`src/rtl/bck_ratio_pkg.sv`:
```
package bck_ratio_pkg;
  typedef enum logic [1:0] {
    RATIO_NONE = 2'b00,
    RATIO_32   = 2'b01,
    RATIO_48   = 2'b10,
    RATIO_64   = 2'b11
  } ratio_e;
endpackage

```
`src/rtl/sync_rise.sv`:
```
module sync_rise #(
  parameter int STAGES = 2
) (
  input  logic clk,
  input  logic rst,
  input  logic din,
  output logic rise
);
  logic [STAGES-1:0] chain;
  logic              prev;

  always_ff @(posedge clk) begin
    if (rst) begin
      chain <= '0;
      prev  <= 1'b0;
    end else begin
      chain <= {chain[STAGES-2:0], din};
      prev  <= chain[STAGES-1];
    end
  end

  assign rise = chain[STAGES-1] & ~prev;
endmodule

```
`src/rtl/frame_counter.sv`:
```
module frame_counter #(
  parameter int CNT_W = 7
) (
  input  logic             clk,
  input  logic             rst,
  input  logic             bck_rise,
  input  logic             ws_rise,
  output logic             frame_done,
  output logic [CNT_W-1:0] frame_cnt
);
  localparam logic [CNT_W-1:0] CNT_MAX = {CNT_W{1'b1}};

  logic [CNT_W-1:0] cnt;
  logic             armed;

  always_ff @(posedge clk) begin
    if (rst) begin
      cnt        <= '0;
      armed      <= 1'b0;
      frame_done <= 1'b0;
      frame_cnt  <= '0;
    end else begin
      frame_done <= 1'b0;
      if (ws_rise) begin
        armed <= 1'b1;
        if (armed) begin
          frame_done <= 1'b1;
          frame_cnt  <= cnt;
        end
        cnt <= bck_rise ? CNT_W'(1) : '0;
      end else if (bck_rise && cnt != CNT_MAX) begin
        cnt <= cnt + 1'b1;
      end
    end
  end

  // a full counter stays full until the frame closes
  p_count_saturates_r6: assert property (@(posedge clk) disable iff (rst)
    (bck_rise && !ws_rise && cnt == CNT_MAX) |=> cnt == CNT_MAX);

  // a frame closes in a single-cycle pulse
  p_done_pulse_r2: assert property (@(posedge clk) disable iff (rst)
    frame_done |=> !frame_done);
endmodule

```
`src/rtl/ratio_judge.sv`:
```
module ratio_judge
  import bck_ratio_pkg::*;
#(
  parameter int CNT_W = 7,
  parameter int TO_W  = 16
) (
  input  logic             clk,
  input  logic             rst,
  input  logic             frame_done,
  input  logic [CNT_W-1:0] frame_cnt,
  input  logic             ws_rise,
  input  logic             mclk_ok,
  input  logic [TO_W-1:0]  timeout_cycles,
  output logic [1:0]       ratio_code,
  output logic             ratio_valid,
  output logic             out_enable,
  output logic             clk_src_override
);
  localparam logic [TO_W-1:0] TO_MAX = {TO_W{1'b1}};

  function automatic ratio_e classify(input logic [CNT_W-1:0] n);
    if (n == CNT_W'(32))      return RATIO_32;
    else if (n == CNT_W'(48)) return RATIO_48;
    else if (n == CNT_W'(64)) return RATIO_64;
    else                      return RATIO_NONE;
  endfunction

  logic [TO_W-1:0] silence;
  logic            timed_out;
  ratio_e          fresh;
  ratio_e          hist;
  ratio_e          code_q;

  assign fresh     = classify(frame_cnt);
  assign timed_out = (timeout_cycles != '0) && (silence >= timeout_cycles);

  always_ff @(posedge clk) begin
    if (rst || ws_rise)          silence <= '0;
    else if (silence != TO_MAX)  silence <= silence + 1'b1;
  end

  always_ff @(posedge clk) begin
    if (rst || !mclk_ok || timed_out) begin
      hist             <= RATIO_NONE;
      code_q           <= RATIO_NONE;
      ratio_valid      <= 1'b0;
      out_enable       <= 1'b0;
      clk_src_override <= 1'b1;
    end else if (frame_done) begin
      hist <= fresh;
      if (fresh != RATIO_NONE && fresh == hist) begin
        code_q           <= fresh;
        ratio_valid      <= 1'b1;
        out_enable       <= 1'b1;
        clk_src_override <= 1'b0;
      end else begin
        code_q           <= RATIO_NONE;
        ratio_valid      <= 1'b0;
        out_enable       <= 1'b0;
        clk_src_override <= 1'b1;
      end
    end
  end

  assign ratio_code = code_q;

  // an illegal frame drops approval on the next cycle
  p_illegal_drops_r5: assert property (@(posedge clk) disable iff (rst)
    (frame_done && fresh == RATIO_NONE) |=> !ratio_valid);

  // an unhealthy master clock forces the safe state
  p_mclk_drop_r7: assert property (@(posedge clk) disable iff (rst)
    !mclk_ok |=> (!ratio_valid && !out_enable && clk_src_override));

  // word-select silence forces invalid
  p_timeout_r8: assert property (@(posedge clk) disable iff (rst)
    timed_out |=> !ratio_valid);

  // approval only ever begins at a frame boundary
  p_rise_on_frame_r4: assert property (@(posedge clk) disable iff (rst)
    $rose(ratio_valid) |-> $past(frame_done));
endmodule

```
`src/rtl/bck_ratio_check.sv`:
```
module bck_ratio_check #(
  parameter int SYNC_STAGES = 2,
  parameter int CNT_W       = 7,
  parameter int TO_W        = 16
) (
  input  logic            clk,
  input  logic            rst,
  input  logic            bck_in,
  input  logic            ws_in,
  input  logic            mclk_ok,
  input  logic [TO_W-1:0] timeout_cycles,
  output logic [1:0]      ratio_code,
  output logic            ratio_valid,
  output logic            out_enable,
  output logic            clk_src_override
);
  logic             bck_rise;
  logic             ws_rise;
  logic             frame_done;
  logic [CNT_W-1:0] frame_cnt;

  sync_rise #(.STAGES(SYNC_STAGES)) u_bck_sync (
    .clk(clk), .rst(rst), .din(bck_in), .rise(bck_rise)
  );

  sync_rise #(.STAGES(SYNC_STAGES)) u_ws_sync (
    .clk(clk), .rst(rst), .din(ws_in), .rise(ws_rise)
  );

  frame_counter #(.CNT_W(CNT_W)) u_count (
    .clk(clk), .rst(rst), .bck_rise(bck_rise), .ws_rise(ws_rise),
    .frame_done(frame_done), .frame_cnt(frame_cnt)
  );

  ratio_judge #(.CNT_W(CNT_W), .TO_W(TO_W)) u_judge (
    .clk(clk), .rst(rst), .frame_done(frame_done), .frame_cnt(frame_cnt),
    .ws_rise(ws_rise), .mclk_ok(mclk_ok), .timeout_cycles(timeout_cycles),
    .ratio_code(ratio_code), .ratio_valid(ratio_valid),
    .out_enable(out_enable), .clk_src_override(clk_src_override)
  );
endmodule

```
`config.mk`:
```
export PLATFORM = sky130hd
export DESIGN_NAME = bck_ratio_check
export DESIGN_NICKNAME = d
export VERILOG_FILES = /design/src/rtl/bck_ratio_pkg.sv /design/src/rtl/sync_rise.sv /design/src/rtl/frame_counter.sv /design/src/rtl/ratio_judge.sv /design/src/rtl/bck_ratio_check.sv
export SDC_FILE = /design/constraint.sdc
export NUM_CORES = 1
export LEC_CHECK = 0
export BUFFER_PORTS_ARGS = -buffer_cell sky130_fd_sc_hd__buf_2
export CAP_MARGIN = 20
export CORE_MARGIN = 3
export CORE_UTILIZATION = 52
export CTS_CLUSTER_SIZE = 8
export DETAILED_ROUTE_END_ITERATION = 10
export PLACE_DENSITY_LB_ADDON = 0.3
export SLEW_MARGIN = 20
export SYNTH_ARGS = -nofsm -noshare
export SYNTH_HDL_FRONTEND = slang
export SYNTH_SLANG_ARGS = --single-unit
```
`constraint.sdc`:
```
create_clock -name clk -period 1.9 [get_ports clk]
set_clock_uncertainty 0.1 [all_clocks]
set_input_delay 0.19 -clock clk [delete_from_list [all_inputs] [get_ports clk]]
set_output_delay 0.19 -clock clk [all_outputs]
set_load 0.02 [all_outputs]
```
After elaboration in Yosys (flattened, before gate mapping)

Cells that the tools add are included.

Input port bits: 21
Output and inout port bits: 5
Register bits after elaboration: 44

Equality and inequality tests: 6
Mux-type cells: 10
Magnitude comparators: 1
Reduce and logical (&&, ||, !) cells: 12
Add/subtract/negate cells: 2
Bitwise logic cells: 5

Operators with widths:

| kind                                                             | number |
|---|---|
| 16-bit by 1-bit adder with 16-bit output (second input constant) | 1 |
| 16-bit greater-or-equal comparator                               | 1 |
| 16-bit != test (second input constant)                           | 1 |
| 16-bit nonzero test                                              | 1 |
| 7-bit by 6-bit == test with 1-bit output (second input constant) | 2 |
| 7-bit two-way mux                                                | 2 |
| 2-bit two-way mux                                                | 4 |
| 7-bit by 1-bit adder with 7-bit output (second input constant)   | 1 |
| 7-bit == test (second input constant)                            | 1 |
| 7-bit != test (second input constant)                            | 1 |
| 1-bit two-way mux                                                | 4 |
| 2-bit nonzero test                                               | 2 |
| 1-bit logical AND                                                | 3 |
| 1-bit logical OR                                                 | 3 |
| 1-bit NOT                                                        | 3 |
| 1-bit bitwise AND                                                | 2 |
| 2-bit == test                                                    | 1 |
| 2-bit AND reduction                                              | 1 |
| 2-bit OR reduction                                               | 1 |
| 1-bit logical NOT                                                | 1 |

Depth between registers and ports, before layout

Gate-level depths: netlist (run 1).

Depth in word-level cells: 7
Depth in mapped cells: 7

Cells and area by module

A second synthesis (run 1) with hierarchy kept.

Cells, all modules: 275
Area, all modules: 2348.5 um2

By module, submodules not included:

| module        | area each (um2) | seq. area each (um2) | times used | cells an instance |
|---|---|---|---|---|
| ratio_judge   | 1512.7          | 440.4                | 1          | 185 |
| frame_counter | 660.6           | 320.3                | 1          | 76 |
| sync_rise     | 87.6            | 60.1                 | 2          | 7 |

Worst setup path before layout (run 1)

No wires, ideal clock.

Kind: reg2reg
From: register u_judge.silence[10]
To: register u_judge.hist[1]
Setup time: 125 ps
Path buffers: 0
Arrival: 1764 ps
Slack: -89 ps
Cell stages (with the launch flop): 7
Path through: dfxtp_1 -> ha_1 -> and4_1 -> o211ai_2 -> or4_4 -> a31oi_2 -> nor2_1

Word-level cells in the longest chain between the ends: 3

Ends and longest elaborated chain:

| element                            | RTL line          | RTL |
|---|---|---|
| start: declaration                 | ratio_judge.sv:28 | `logic [TO_W-1:0] silence;` |
| start signal: assignment           | ratio_judge.sv:39 | `else if (silence != TO_MAX) silence <= silence + 1'b1;` |
| 16-bit greater-or-equal comparator | ratio_judge.sv:35 | `assign timed_out = (timeout_cycles != '0) && (silence >= timeout_cycles);` |
| 1-bit logical AND                  | ratio_judge.sv:35 |  |
| 1-bit logical OR                   | ratio_judge.sv:43 | `if (rst \|\| !mclk_ok \|\| timed_out) begin` |
| end signal: assignment             | ratio_judge.sv:50 | `hist <= fresh;` |
| end: declaration                   | ratio_judge.sv:31 | `ratio_e hist;` |

Every way passes these cells.
A chain may end at the register's enable or synchronous reset.

Worst setup path after layout (run 1)

From: register u_judge.silence[15]
To: register u_judge.clk_src_override

Word-level cells in the longest chain between the ends: 3

Ends and longest elaborated chain:

| element                            | RTL line          | RTL |
|---|---|---|
| 16-bit greater-or-equal comparator | ratio_judge.sv:35 |  |
| 1-bit logical AND                  | ratio_judge.sv:35 |  |
| 1-bit logical OR                   | ratio_judge.sv:43 |  |
| end signal: assignment             | ratio_judge.sv:48 | `clk_src_override <= 1'b1;` |
| end signal: assignment             | ratio_judge.sv:55 | `clk_src_override <= 1'b0;` |
| end signal: assignment             | ratio_judge.sv:60 | `clk_src_override <= 1'b1;` |
| end: declaration                   | ratio_judge.sv:17 | `output logic clk_src_override` |

Every way passes these cells.

==> results of run 1 <==
-- through the flow --
stage          cell area, um2  instances  setup slack (ns)  hold WS, ns
2_1_floorplan            2320        269           0.00189        0.218
3_3_place_gp             2650        361           -0.0327        0.297
3_5_place_dp             2650        361           -0.0970        0.302
4_1_cts                  2880        370          -0.00972      0.00275
5_1_grt                  2960        371           -0.0516       0.0342
6_report                 2960        371            0.0101      0.00735
-- timing repair --
action                     4_1_cts  5_1_grt
buffers inserted                 0        1
pin swaps                       15       10
hold endpoints to repair         1        0
hold buffers                     1        0
setup endpoints to repair       14       19
gates resized for setup         19       14
-- routing by layer --
| layer | part of all wire | up-vias |
|---|---|---|
| met5 | 0 | - |
| met1 | 0.45 | 956 |
| li1 | - | 1056 |
| met2 | 0.47 | 52 |
| met4 | 0.022 | 0 |
| met3 | 0.054 | 11 |
-- path summary, 6_finish.rpt --
path | depth (start not counted) | end | slack, ns | startpoint
hold / removal | 2 | u_bck_sync.chain[0] | 0.007 | bck_in
setup / recovery | 6 | u_judge.clk_src_override | 0.01 | u_judge.silence[15]
setup reg to reg | 6 | u_judge.clk_src_override | 0.01 | u_judge.silence[15]
hold reg to reg | 1 | u_ws_sync.chain[1] | 0.35 | u_ws_sync.chain[0]
-- cell type report --
type	instances	area share
Clock inverter	2	0.0131
Multi-Input combinational cell	197	0.496
Tap cell	50	0.0211
Sequential cell	44	0.302
Timing Repair Buffer	52	0.114
Clock buffer	6	0.0279
Inverter	20	0.0253
-- cell families (layout without fill, tap and decap cells) --
logic type | after synthesis | after routing | synth area share
flops | 44 | 44 | 0.382
compound gates | 44 | 44 | 0.128
buf+inv | 28 | 80 | 0.0510
mux | 8 | 8 | 0.0347
xor+xnor | 10 | 10 | 0.0380
fa+ha+maj | 18 | 18 | 0.0977
simple gates | 117 | 117 | 0.269
-- state kept, by name, summed over array words and instances, names as in the netlist, 2 cells and up --
name and count:
u_ws_sync.chain 2, u_count.cnt 7, u_judge.ratio_code 2, u_judge.hist 2, u_judge.silence 16, u_bck_sync.chain 2, u_count.frame_cnt 7
-- layout by cell type, fill, tap and decap left out, types with 3 or more instances in the layout --
cell type,netlist,routed
xor2_1,7,7
nand2b_1,4,3
nor4_1,4,4
clkbuf_8,0,6
nand2_1,24,24
ha_4,0,8
a21oi_1,18,17
nand4_1,4,4
dfxtp_2,0,12
nor3b_1,3,3
and3_1,3,3
nor2_1,28,27
xnor2_1,3,3
a31oi_1,3,3
buf_4,1,24
o21ai_0,6,6
nor3_1,5,5
buf_2,1,25
nand3_1,18,18
inv_1,20,20
mux2i_1,8,8
ha_1,18,10
dfxtp_1,44,32
nor2b_1,8,8
-- worst max-delay path, cell delays in order (launching register included) --
cell and delay, ns:
dfxtp_2 0.35, ha_4 0.26, and4_4 0.23, o211ai_2 0.08, or4_4 0.43, a31oi_4 0.26
or2_1 0.13
-- power breakdown --
part           internal, mW  leakage [nW]  switching, mW
clock network         0.430        0.0614          0.326
registers             0.935         0.362         0.0102
logic                0.0950         0.805         0.0960
total                  1.46          1.23          0.432
==> impl_metrics.json, run 1 <==
{
  "synth_area_mm2": 0.00231,
  "finalPower_mw": 1.89,
  "num_io_pins": 26,
  "cts_tree": "built",
  "grt_pass1_wl_mm": 8.88,
  "finalSetupTns_ns": 0,
  "track_usage": 0.215,
  "die_h_um": 72.6,
  "clkSinkCount": 44,
  "core-area_mm2": 0.00414,
  "drtPass1Iterations": 5,
  "clock_path_buffers": 2,
  "synth_fp_nets": 308,
  "yosys.area.top_type": "dfxtp_1",
  "use_met1": 0.280,
  "power_density_mw_per_mm2": 638,
  "portBuffers": 25,
  "startpoint_type": "flop",
  "final.min_clock_period_ns": 1.89,
  "clkLatencyLatePin_ns": 0.30,
  "syn_to_final_growth_pct": 28.5,
  "vias": 2075,
  "yosysMostFrequentCell": "dfxtp_1",
  "synth_area_leaders": "dfxtp_1 38%, ha_1 9.8%, nor2_1 4.6%, a21oi_1 3.9%, nand3_1 3.9%",
  "multi_input_area_mm2": 0.00147,
  "p_leak_nw": 1.23,
  "cp_max_fo": 6,
  "root_buffer": "clkbuf_8",
  "timing.fmax_mhz": 529,
  "finalHoldViolations": 0,
  "grt_overflow_total": 0,
  "busiest_layer": "met2",
  "drc": 0,
  "synth-edff-count": 0,
  "fin_nets": 359,
  "htreeDepth": 2,
  "die_area_mm2": 0.00527,
  "synth-main-ff-cell": "dfxtp_1",
  "final_core_util": 0.715,
  "seq_area_um2": 896,
  "ys_types": 48,
  "cts_inserted_buffers": 5,
  "grt_max_degree": 20,
  "vdd_drop_max_mv": 0.410,
  "finalWeightedCongestion": 0.860,
  "ys_warn_count": 0,
  "cap_violations": 0,
  "crit_path_end_kind": "flop",
  "min_path_type": "in -> reg",
  "postRouteAntennaNets": 0,
  "avgSynthCellArea_um2": 8.57,
  "clk_pin_slew_worst_paths_ns": 0.09,
  "met2_usage": 0.352,
  "yosysSeqAreaShare": 0.382,
  "postSynthCellCount": 269,
  "start_util": 0.556,
  "drt_iter0_markers": 155,
  "synth_commonest_cells": "44 x dfxtp_1, 28 x nor2_1, 24 x nand2_1",
  "slew_violations": 0,
  "synth_top_area_frac": 0.382,
  "dieWidth_um": 72.6,
  "required_ns": 2.05,
  "worstMarginPinSlew_ns": 0.565,
  "antenna_found_initial": 0,
  "outcome": "complete, no violations",
  "dp.final_hpwl_mm": 3.91,
  "grt_pass1_vias": 1955,
  "slew-limit-headroom": 0.620,
  "finalCritPeriodShare": 0.995,
  "synth_seq_cells": 44,
  "cp.arrival_ns": 2.04,
  "path_class": "reg -> reg",
  "detail_route.wl_per_cell_um": 14.4,
  "routed_wl_mm": 5.33,
  "drive_above_1_share": 0.302,
  "rsz0062_at_grt": "true",
  "setup_violations": 0,
  "grtUsageMet3": 0.0441,
  "async_reset_ff_frac": 0,
  "diodes": 0,
  "fillers": 319,
  "row_count": 23,
  "vias_per_cell": 5.59
}
Power figures use the tool's default switching activity.
==> inputs of run 2 (changes only) <==
Settings changed: ABC_AREA from default to 1, CORE_UTILIZATION 52 to 53, REMOVE_ABC_BUFFERS from default to 1.
==> run 2 against run 1 <==
  * Clock power down 21%
  * Power down 11%
  * Non-clock buffer count is 23 lower
  * Critical path depth up 6
  * Sequential power rose by 0.4%
==> impl_metrics.json, run 2 <==
{
  "outcome": "complete, no violations",
  "track_usage": 0.189,
  "r2r_cells": 12,
  "clk_pin_slew_worst_paths_ns": 0.08,
  "cpMostUsedCell": "nand2_1",
  "htreeDepth": 2,
  "drive_above_1_share": 0.122,
  "largest-register": "u_judge.silence",
  "die_h_um": 74.0,
  "hold_depth": 2,
  "crit_path_end_kind": "flop",
  "async_reset_ff_frac": 0,
  "vias_per_cell": 5.02,
  "final.min_clock_period_ns": 1.72,
  "synth_area_leaders": "dfxtp_1 36%, nand2_1 12%, inv_1 9.8%, ha_1 9.2%, nor2_1 8.0%",
  "root_buffer": "clkbuf_8",
  "power_density_mw_per_mm2": 614,
  "cts_tree": "built",
  "rsz0062_at_grt": "false",
  "seq_area_um2": 881,
  "fin_nets": 424,
  "final_cell_mix": "80 x nand2_1, 64 x inv_1, 52 x nor2_1, 44 x dfxtp_1, 25 x buf_2",
  "clkSinkCount": 44,
  "min_path_type": "in -> reg",
  "setup_violations": 0,
  "die_area_mm2": 0.00547,
  "clkLatencyLatePin_ns": 0.30,
  "timing.fmax_mhz": 583,
  "startpoint_type": "flop",
  "cp.arrival_ns": 1.86,
  "p_leak_nw": 1.31,
  "slowest_delay_ns": 0.39,
  "yosys.area.top_type": "dfxtp_1",
  "finalCritPeriodShare": 0.903,
  "row_count": 24,
  "fillers": 412,
  "ys_warn_count": 0,
  "cp_cell_sequence": "inv_1 > ha_1 > nand2_1 > nor2_1 > and2_1 > nor2_1 > nand2_1 > nand2_1 > nand2_1 > nand2_1 > nand2_1 > nor2_1",
  "routed_wl_mm": 4.72,
  "drtPass1Iterations": 4,
  "portBuffers": 25,
  "min_from": "rst",
  "cp_max_fo": 5,
  "postRouteAntennaNets": 0,
  "final_core_util": 0.619,
  "yosysSeqAreaShare": 0.360,
  "cap_violations": 0,
  "drt_iter0_markers": 114,
  "synth_seq_cells": 44,
  "required_ns": 2.04,
  "diodes": 0,
  "finalWeightedCongestion": 0.842,
  "synth_top_area_frac": 0.360,
  "worstMarginPinSlew_ns": 0.443,
  "dieWidth_um": 74.0,
  "path_class": "reg -> reg",
  "cts_inserted_buffers": 5,
  "avgSynthCellArea_um2": 6.90,
  "synth-main-ff-cell": "dfxtp_1",
  "grt_pass1_wl_mm": 8.04,
  "vias": 2197,
  "grt_overflow_total": 0,
  "synth-edff-count": 0,
  "finalHoldViolations": 0,
  "vdd_drop_max_mv": 0.478,
  "slowest_stage": "dfxtp_1",
  "antenna_found_initial": 0,
  "multi_input_area_mm2": 0.00129,
  "yosysMostFrequentCell": "nand2_1",
  "syn_to_final_growth_pct": 11.6,
  "reg.largest.list": "u_judge.silence x16, u_count.cnt x7, u_count.frame_cnt x7",
  "clock_path_buffers": 2,
  "grt_max_degree": 15,
  "postSynthCellCount": 355,
  "num_io_pins": 26,
  "grt_pass1_vias": 1947,
  "final_common_cell": "nand2_1",
  "dp.final_hpwl_mm": 3.62,
  "synth_area_mm2": 0.00245,
  "finalSetupTns_ns": 0,
  "slew-limit-headroom": 0.704,
  "ys_types": 33,
  "largest_reg_flops": 16,
  "r2r-start": "u_judge.silence[0]",
  "core-area_mm2": 0.00441,
  "start_util": 0.555,
  "hold_slack_ns": 0.0524,
  "synth_commonest_cells": "80 x nand2_1, 64 x inv_1, 52 x nor2_1",
  "drc": 0,
  "detail_route.wl_per_cell_um": 10.8,
  "slew_violations": 0,
  "cp-startpoint": "u_judge.silence[0]",
  "cts_setup_buffers": 0
}
-- run 2: cell types whose count changed in the layout (fill, tap and decap cells not counted), sizes merged, moves of 4 or more --
cell / before / now
nand2b: 4 / 0
mux2i: 8 / 0
a211oi: 2 / 8
nor2: 28 / 56
buf: 51 / 27
nand2: 24 / 82
inv: 20 / 65
nand4: 4 / 8
nor2b: 8 / 0
or4: 4 / 0
nand3: 19 / 15
o21ai: 6 / 11
-- run 2: critical path: cells and delay by family (launching register included) --
| kind | cells | cell delay (ns) |
|---|---|---|
| simple gates | 10 | 0.83 |
| flops | 1 | 0.39 |
| fa+ha+maj | 1 | 0.27 |
| buf+inv | 1 | 0.08 |
-- run 2: final timing paths --
| path | end | slack (ns) |
|---|---|---|
| setup / recovery | u_judge.hist[0] | 0.18 |
| hold / removal | u_count.frame_cnt[4] | 0.05 |
| setup reg to reg | u_judge.hist[0] | 0.18 |
| hold reg to reg | u_ws_sync.chain[1] | 0.31 |
-- run 2: repair_timing --
action,4_1_cts,5_1_grt
gates resized for setup,0,1
hold buffers,2,0
endpoints found under the setup margin,0,1
hold endpoints to repair,2,0
-- run 2: cell families (layout without fill, tap and decap cells) --
logic type | count (synthesis) | in the layout | synth area share
simple gates | 174 | 174 | 0.314
buf+inv | 71 | 102 | 0.114
flops | 44 | 44 | 0.360
compound gates | 42 | 42 | 0.0991
fa+ha+maj | 18 | 18 | 0.0919
xor+xnor | 6 | 6 | 0.0215
-- run 2: through the flow --
stage	power [mW]	cell area (um2)	std cells	setup WS, ns
after detailed placement	1.10	2620	428	0.170
after global placement	1.09	2620	428	0.227
final	1.68	2730	438	0.185
after global routing	1.76	2730	438	0.0101
after floorplan	1.05	2410	349	0.413
after CTS	1.69	2730	438	0.157
-- run 2: area by class of cell --
cell class              instances  area share
multi-input cells             240       0.473
inverters                      65      0.0892
repair buffers                 29      0.0586
flip-flops and latches         44       0.322
well taps                      52      0.0238
clock buffers                   8      0.0330
-- run 2: report_power, final --
group          switching (mW)  internal (mW)  leakage, nW
Clock                   0.302          0.296       0.0455
Sequential             0.0113          0.937        0.356
Combinational          0.0764         0.0548        0.913
-- run 2: metal layers --
| metal | part of all wire | wire [um] | track usage | vias to the layer above |
|---|---|---|---|---|
| li1 | - | - | - | 1178 |
| met5 | 0 | 0 | 0 | - |
| met2 | 0.48 | 2250 | 0.323 | 31 |
| met3 | 0.033 | 154 | 0.0365 | 8 |
| met1 | 0.47 | 2230 | 0.236 | 980 |
| met4 | 0.018 | 84 | 0.0724 | 0 |
